--- config.mk ---
export PLATFORM = sky130hd
export DESIGN_NAME = tpx_expander
export DESIGN_NICKNAME = d
export VERILOG_FILES = /design/src/rtl/tpx_pkg.sv /design/src/rtl/tpx_regs.sv /design/src/rtl/tpx_seq.sv /design/src/rtl/tpx_lane.sv /design/src/rtl/tpx_expander.sv
export SDC_FILE = /design/constraint.sdc
export NUM_CORES = 1
export LEC_CHECK = 0
export ABC_CLOCK_PERIOD_IN_PS = 2600
export BUFFER_PORTS_ARGS = -buffer_cell sky130_fd_sc_hd__buf_2
export CAP_MARGIN = 40
export CORE_ASPECT_RATIO = 2
export CORE_MARGIN = 3
export CORE_UTILIZATION = 30
export DETAILED_ROUTE_END_ITERATION = 10
export PLACE_DENSITY_LB_ADDON = 0.2
export SLEW_MARGIN = 0
export SYNTH_ARGS = -nofsm -noshare
export SYNTH_HDL_FRONTEND = slang
export SYNTH_SLANG_ARGS = --single-unit
--- constraint.sdc ---
create_clock -name clk -period 2.6 [get_ports clk]
set_clock_uncertainty 0.15 [all_clocks]
set_input_delay 0.13 -clock clk [delete_from_list [all_inputs] [get_ports clk]]
set_output_delay 0.13 -clock clk [all_outputs]
set_load 0.1 [all_outputs]
--- src/rtl/tpx_pkg.sv ---
package tpx_pkg;

    localparam int TP_W   = 6;
    localparam int CODE_W = 3;

    typedef enum logic [CODE_W-1:0] {
        PS_D0   = 3'd0,
        PS_D1   = 3'd1,
        PS_DZ   = 3'd2,
        PS_DP   = 3'd3,
        PS_EL   = 3'd4,
        PS_EH   = 3'd5,
        PS_EX   = 3'd6,
        PS_RSV  = 3'd7
    } pin_code_e;

    typedef struct packed {
        logic [TP_W-1:0] spv;
        logic [TP_W-1:0] edge_at;
        logic [TP_W-1:0] win_lo;
        logic [TP_W-1:0] win_hi;
    } timeplate_t;

    typedef struct packed {
        logic data;
        logic en;
    } drive_t;

    function automatic logic code_compares(input logic [CODE_W-1:0] c);
        return (c == PS_EL) || (c == PS_EH);
    endfunction

    function automatic drive_t apply_code(input logic [CODE_W-1:0] c,
                                          input drive_t held);
        drive_t r;
        r = held;
        case (pin_code_e'(c))
            PS_D0:   begin r.data = 1'b0; r.en = 1'b1; end
            PS_D1:   begin r.data = 1'b1; r.en = 1'b1; end
            PS_DP:   r = held;
            default: r.en = 1'b0;
        endcase
        return r;
    endfunction

endpackage

--- src/rtl/tpx_regs.sv ---
module tpx_regs
    import tpx_pkg::*;
#(
    parameter int MIN_SPV  = 4,
    parameter int MAX_SPV  = 32,
    parameter int DEF_SPV  = 20,
    parameter int DEF_EDGE = 1,
    parameter int DEF_LO   = 11,
    parameter int DEF_HI   = 12
) (
    input  logic       clk,
    input  logic       rst,
    input  logic       wr,
    input  timeplate_t wr_tp,
    output timeplate_t tp,
    output logic       load,
    output logic       ack,
    output logic       nack
);
    localparam logic [TP_W-1:0] MIN_C = TP_W'(MIN_SPV);
    localparam logic [TP_W-1:0] MAX_C = TP_W'(MAX_SPV);

    logic fits;

    always_comb begin
        fits = (wr_tp.spv >= MIN_C) && (wr_tp.spv <= MAX_C)
            && (wr_tp.edge_at < wr_tp.spv)
            && (wr_tp.win_lo  < wr_tp.spv)
            && (wr_tp.win_hi  < wr_tp.spv)
            && (wr_tp.win_lo <= wr_tp.win_hi);
        load = wr && fits;
    end

    always_ff @(posedge clk) begin
        if (rst) begin
            tp.spv     <= TP_W'(DEF_SPV);
            tp.edge_at <= TP_W'(DEF_EDGE);
            tp.win_lo  <= TP_W'(DEF_LO);
            tp.win_hi  <= TP_W'(DEF_HI);
            ack        <= 1'b0;
            nack       <= 1'b0;
        end else begin
            ack  <= load;
            nack <= wr && !fits;
            if (load) tp <= wr_tp;
        end
    end
endmodule

--- src/rtl/tpx_seq.sv ---
module tpx_seq
    import tpx_pkg::*;
#(
    parameter int NUM_CH = 8,
    localparam int VEC_W = NUM_CH * CODE_W
) (
    input  logic             clk,
    input  logic             rst,
    input  timeplate_t       tp,
    input  logic             cfg_wr,
    input  logic             load,
    input  logic             in_valid,
    input  logic [VEC_W-1:0] in_codes,
    output logic             in_ready,
    output logic             active,
    output logic [TP_W-1:0]  cnt,
    output logic             underrun,
    output logic [VEC_W-1:0] cur_codes,
    output logic             edge_hit,
    output logic             in_win
);
    logic last;
    logic accept;

    always_comb begin
        last     = active && (cnt == tp.spv - TP_W'(1));
        in_ready = (!active || last) && !cfg_wr;
        accept   = in_valid && in_ready;
        edge_hit = active && (cnt == tp.edge_at);
        in_win   = active && (cnt >= tp.win_lo) && (cnt <= tp.win_hi);
    end

    always_ff @(posedge clk) begin
        if (rst) begin
            active    <= 1'b0;
            cnt       <= '0;
            underrun  <= 1'b0;
            cur_codes <= '0;
        end else if (load) begin
            active   <= 1'b0;
            cnt      <= '0;
            underrun <= 1'b0;
        end else if (accept) begin
            active    <= 1'b1;
            cnt       <= '0;
            underrun  <= 1'b0;
            cur_codes <= in_codes;
        end else if (last) begin
            active   <= 1'b0;
            cnt      <= '0;
            underrun <= 1'b1;
        end else if (active) begin
            cnt <= cnt + TP_W'(1);
        end
    end
endmodule

--- src/rtl/tpx_lane.sv ---
module tpx_lane
    import tpx_pkg::*;
(
    input  logic              clk,
    input  logic              rst,
    input  logic [CODE_W-1:0] code,
    input  logic              edge_hit,
    input  logic              in_win,
    output logic              drv_data,
    output logic              drv_en,
    output logic              exp_val,
    output logic              cmp_valid
);
    drive_t held;
    drive_t nxt;
    drive_t shown;

    always_comb begin
        nxt       = apply_code(code, held);
        shown     = edge_hit ? nxt : held;
        drv_data  = shown.data;
        drv_en    = shown.en;
        cmp_valid = in_win && code_compares(code);
        exp_val   = cmp_valid && (code == PS_EH);
    end

    always_ff @(posedge clk) begin
        if (rst) held <= '0;
        else if (edge_hit) held <= nxt;
    end
endmodule

--- src/rtl/tpx_expander.sv ---
module tpx_expander
    import tpx_pkg::*;
#(
    parameter int NUM_CH   = 8,
    parameter int MIN_SPV  = 4,
    parameter int MAX_SPV  = 32,
    parameter int DEF_SPV  = 20,
    parameter int DEF_EDGE = 1,
    parameter int DEF_LO   = 11,
    parameter int DEF_HI   = 12,
    localparam int VEC_W   = NUM_CH * CODE_W
) (
    input  logic              clk,
    input  logic              rst,
    input  logic              cfg_wr,
    input  logic [TP_W-1:0]   cfg_spv,
    input  logic [TP_W-1:0]   cfg_edge,
    input  logic [TP_W-1:0]   cfg_win_lo,
    input  logic [TP_W-1:0]   cfg_win_hi,
    output logic              cfg_ack,
    output logic              cfg_nack,
    input  logic              vec_valid,
    output logic              vec_ready,
    input  logic [VEC_W-1:0]  vec_codes,
    output logic [NUM_CH-1:0] drv_data,
    output logic [NUM_CH-1:0] drv_en,
    output logic [NUM_CH-1:0] exp_val,
    output logic [NUM_CH-1:0] cmp_valid,
    output logic              underrun
);
    timeplate_t       wr_tp;
    timeplate_t       tp;
    logic             tp_load;
    logic             seq_active;
    logic [TP_W-1:0]  seq_cnt;
    logic [VEC_W-1:0] cur_codes;
    logic             edge_hit;
    logic             in_win;

    always_comb begin
        wr_tp.spv     = cfg_spv;
        wr_tp.edge_at = cfg_edge;
        wr_tp.win_lo  = cfg_win_lo;
        wr_tp.win_hi  = cfg_win_hi;
    end

    tpx_regs #(
        .MIN_SPV(MIN_SPV), .MAX_SPV(MAX_SPV), .DEF_SPV(DEF_SPV),
        .DEF_EDGE(DEF_EDGE), .DEF_LO(DEF_LO), .DEF_HI(DEF_HI)
    ) u_regs (
        .clk(clk), .rst(rst), .wr(cfg_wr), .wr_tp(wr_tp), .tp(tp),
        .load(tp_load), .ack(cfg_ack), .nack(cfg_nack)
    );

    tpx_seq #(.NUM_CH(NUM_CH)) u_seq (
        .clk(clk), .rst(rst), .tp(tp), .cfg_wr(cfg_wr), .load(tp_load),
        .in_valid(vec_valid), .in_codes(vec_codes), .in_ready(vec_ready),
        .active(seq_active), .cnt(seq_cnt), .underrun(underrun),
        .cur_codes(cur_codes), .edge_hit(edge_hit), .in_win(in_win)
    );

    for (genvar g = 0; g < NUM_CH; g++) begin : g_lane
        tpx_lane u_lane (
            .clk(clk), .rst(rst),
            .code(cur_codes[g*CODE_W +: CODE_W]),
            .edge_hit(edge_hit), .in_win(in_win),
            .drv_data(drv_data[g]), .drv_en(drv_en[g]),
            .exp_val(exp_val[g]), .cmp_valid(cmp_valid[g])
        );
    end
endmodule

==> flow_summary_export.csv <==
group,metric,value,unit
clock_tree,clkTransAtPathRegs,0.06,ns
timing,finalHoldViolations,0,
clock_tree,cts_tree,"built",
layout,final_common_cell,"dfxtp_1",
synth,netlist.area_leader.share,33.02,%
floorplanning,core_area,14510,µm²
setup_path,critPathRequiredTime,2.32,ns
layout,multi_input_area,2900,µm²
grt,grt_pass1_vias,4423,
drt,drt_iter0_drc,82,
timing,period_needed,2.634,ns
synth,avgSynthCellArea,8.450,µm²
synth,ys_types,48,
clock_tree,clk_path_buf_depth,2,
place,portBuffers,87,
synth,synth_seq_cells,74,
drt,dr.pass1.iters,5,
timing,max_freq,0.3796,GHz
layout,num_antenna_cells,0,
drt,remaining_drc_errors,0,
place,gp_congestion,0.8872,
drt,drt-met1-wl,5013,µm
drt,drt-total-wl,14820,µm
timing,drv_slew,0,
layout,n_fill_cell,1351,
synth,synth-async-reset-ratio,0,%
synth,synth-edff-count,0,
setup_path,setup.worst_path.start_class,"flip-flop",
pwr,power-per-cell-area,454.4,nW/µm²
drt,vias_per_cell,5.030,
pwr,peakVddDrop,0.3286,mV
worst_hold_path,hp-class,"in -> reg",
clock_tree,cts_sinks,74,
drt,num_vias,4326,
setup_path,cp.arrival,2.35,ns
synth,yosysWarnings,0,
synth,synthCells,531,
setup_path,path_max_fanout,6,
drt,wl_met3,588,µm
timing,slew_headroom,63.78,%
timing,setup_violations,5,
drt,wl_per_cell,17.23,µm
drt,highest_layer,"met4",
timing,tightest_slew,0.5433,ns
setup_path,cp-end-kind,"output port",
synth,mappedNetlistNets,618,
clock_tree,cts_htree_levels,3,
layout,utilization,48.21,%
synth,synth-seq-area-share,33.02,%
grt,antenna_found_initial,0,
pwr,p_leak,3.011,nW
setup_path,path_class,"reg -> out",
drt,wl_met2,8492,µm
place,preCtsSetupSlack,0.06369,ns
flow_run,maxCapViolations,0,
clock_tree,numCtsBuffers,9,
layout,seq_area,1488,µm²
synth,yosysTopAreaCell,"dfxtp_1",
synth,synth-main-ff-cell,"dfxtp_1",
clock_tree,clockRootBuffer,"clkbuf_16",
timing,worst_slack,-0.03426,ns
timing,finalCritPeriodShare,101.3,%
grt,grt-ovfl-total,0,
status,violations,"negative setup slack",
grt,grt_max_degree,50,
layout,layout_common_cells,"69 x dfxtp_1, 53 x buf_2, 44 x dlygate4sd3_1, 35 x inv_1",
floorplanning,fp.dieArea,16550,µm²
place,hpwl,10050,µm
status,status,"complete, but fails checks",
synth,synth_area,4487,µm²
floorplanning,die_x,92.48,µm
synth,ys_top_cells_by_area,"dfxtp_1 33%, ha_1 9.8%, mux2i_1 5.8%, buf_4 5.5%, a21oi_1 3.8%",
clock_tree,insertion_delay,0.34,ns
floorplanning,start_util,30.93,%
timing,totalNegativeSetupSlack,-0.08253,ns
layout,areaGrowthSynthToFinish,55.86,%
layout,drive_gt1_share,33.68,%
floorplanning,fp-row-count,62,
floorplanning,die_h,179.0,µm
timing,grt_setup_unrepaired,"yes",
drt,ant_nets,0,
grt,grt_first_pass_wirelength,21960,µm
grt,grt_use_total,16.99,%
floorplanning,io_pins,88,
layout,nNetsFinal,750,
-- critical path: stages (launching register included) --
cell and delay (ns):
dfxtp_2 0.33, inv_2 0.04, ha_4 0.20, nor2b_4 0.12, o21a_1 0.16, o21a_1 0.17, o21ai_2 0.16, a21oi_4 0.09
buf_6 0.16, nor4b_4 0.26, buf_4 0.16, buf_12 0.16
-- logic make-up after synthesis --
| logic type | after synthesis | share of synthesized area (%) |
|---|---|---|
| XOR/XNOR | 17 | 3.319 |
| buffers and inverters | 101 | 12.19 |
| AO/OA/AOI/OAI | 105 | 14.75 |
| adder cells (fa/ha/maj) | 35 | 9.760 |
| multiplexers | 34 | 7.808 |
| AND/OR/NAND/NOR | 165 | 19.16 |
| flip-flops | 74 | 33.02 |
-- worst paths after layout --
kind	start	to	slack [ns]	cells past startpoint
max	u_regs.tp[1]	exp_val[5]	-0.03	11
min	cfg_win_lo[1]	u_regs.tp[7]	0.01	3
max reg2reg	u_regs.tp[18]	u_seq.cur_codes[1]	0.11	8
min reg2reg	g_lane[1].u_lane.held[0]	g_lane[1].u_lane.held[0]	0.33	2
-- sequential cells by signal, indices dropped and copies added (netlist names) --
register	flops
g_lane.u_lane.held	16
u_regs.ack	1
u_regs.nack	1
u_regs.tp	24
u_seq.active	1
u_seq.cnt	6
u_seq.cur_codes	24
u_seq.underrun	1
-- synthesized netlist by cell type (2+ instances only) --
cell	count
nor2_1	30
nor3b_1	2
o211a_1	2
a21oi_1	34
o21a_1	5
nand2b_1	4
o31ai_1	7
o31a_1	2
nor4_1	7
dfxtp_1	74
and2_1	9
mux2_2	8
nand2_1	38
o311ai_1	5
inv_1	39
and3_1	5
buf_6	2
xor2_1	8
xnor2_1	9
ha_1	35
clkbuf_1	23
nand4_1	23
o22ai_1	2
nor3_1	23
o211ai_1	3
or3_1	9
nor4b_1	7
mux2i_1	26
buf_4	33
a21o_1	6
o21ai_0	31
a211oi_1	2
nand3_1	3
-- power by group --
part | internal [mW] | switching [mW]
logic | 0.272 | 0.336
registers | 1.17 | 0.0347
clock network | 0.849 | 0.516
-- routing by layer --
metal,vias up,GRT usage [%]
met5,-,0
met4,0,8.002
met3,37,2.646
met2,141,33.95
met1,2035,16.45
li1,2113,-
-- stage by stage --
step	area, µm²	hold slack, ns	instances	power (mW)
2_1_floorplan	4488	0.1239	531	1.544
3_3_place_gp	5433	0.2132	783	1.708
3_5_place_dp	5440	0.2178	784	1.716
4_1_cts	6509	0.001079	850	3.160
5_1_grt	6993	0.07266	860	3.328
6_report	6993	0.01022	860	3.178
-- timing repair --
action,CTS,global route
cloned,2,6
pin swaps,21,22
buffers inserted,3,6
hold buffers,45,0
endpoints found under the setup margin,25,70
resized for setup,58,67
hold endpoints to repair,45,0
-- area by class of cell --
cell class                      count  area share [%]
Multi-Input combinational cell    357           41.47
Clock buffer                        9           3.221
Inverter                           39           2.093
Sequential cell                    74           21.27
Tap cell                          192           3.435
Timing Repair Buffer              182           27.07
Clock inverter                      7           1.431
Note: power is estimated with default switching activity, not from simulation.
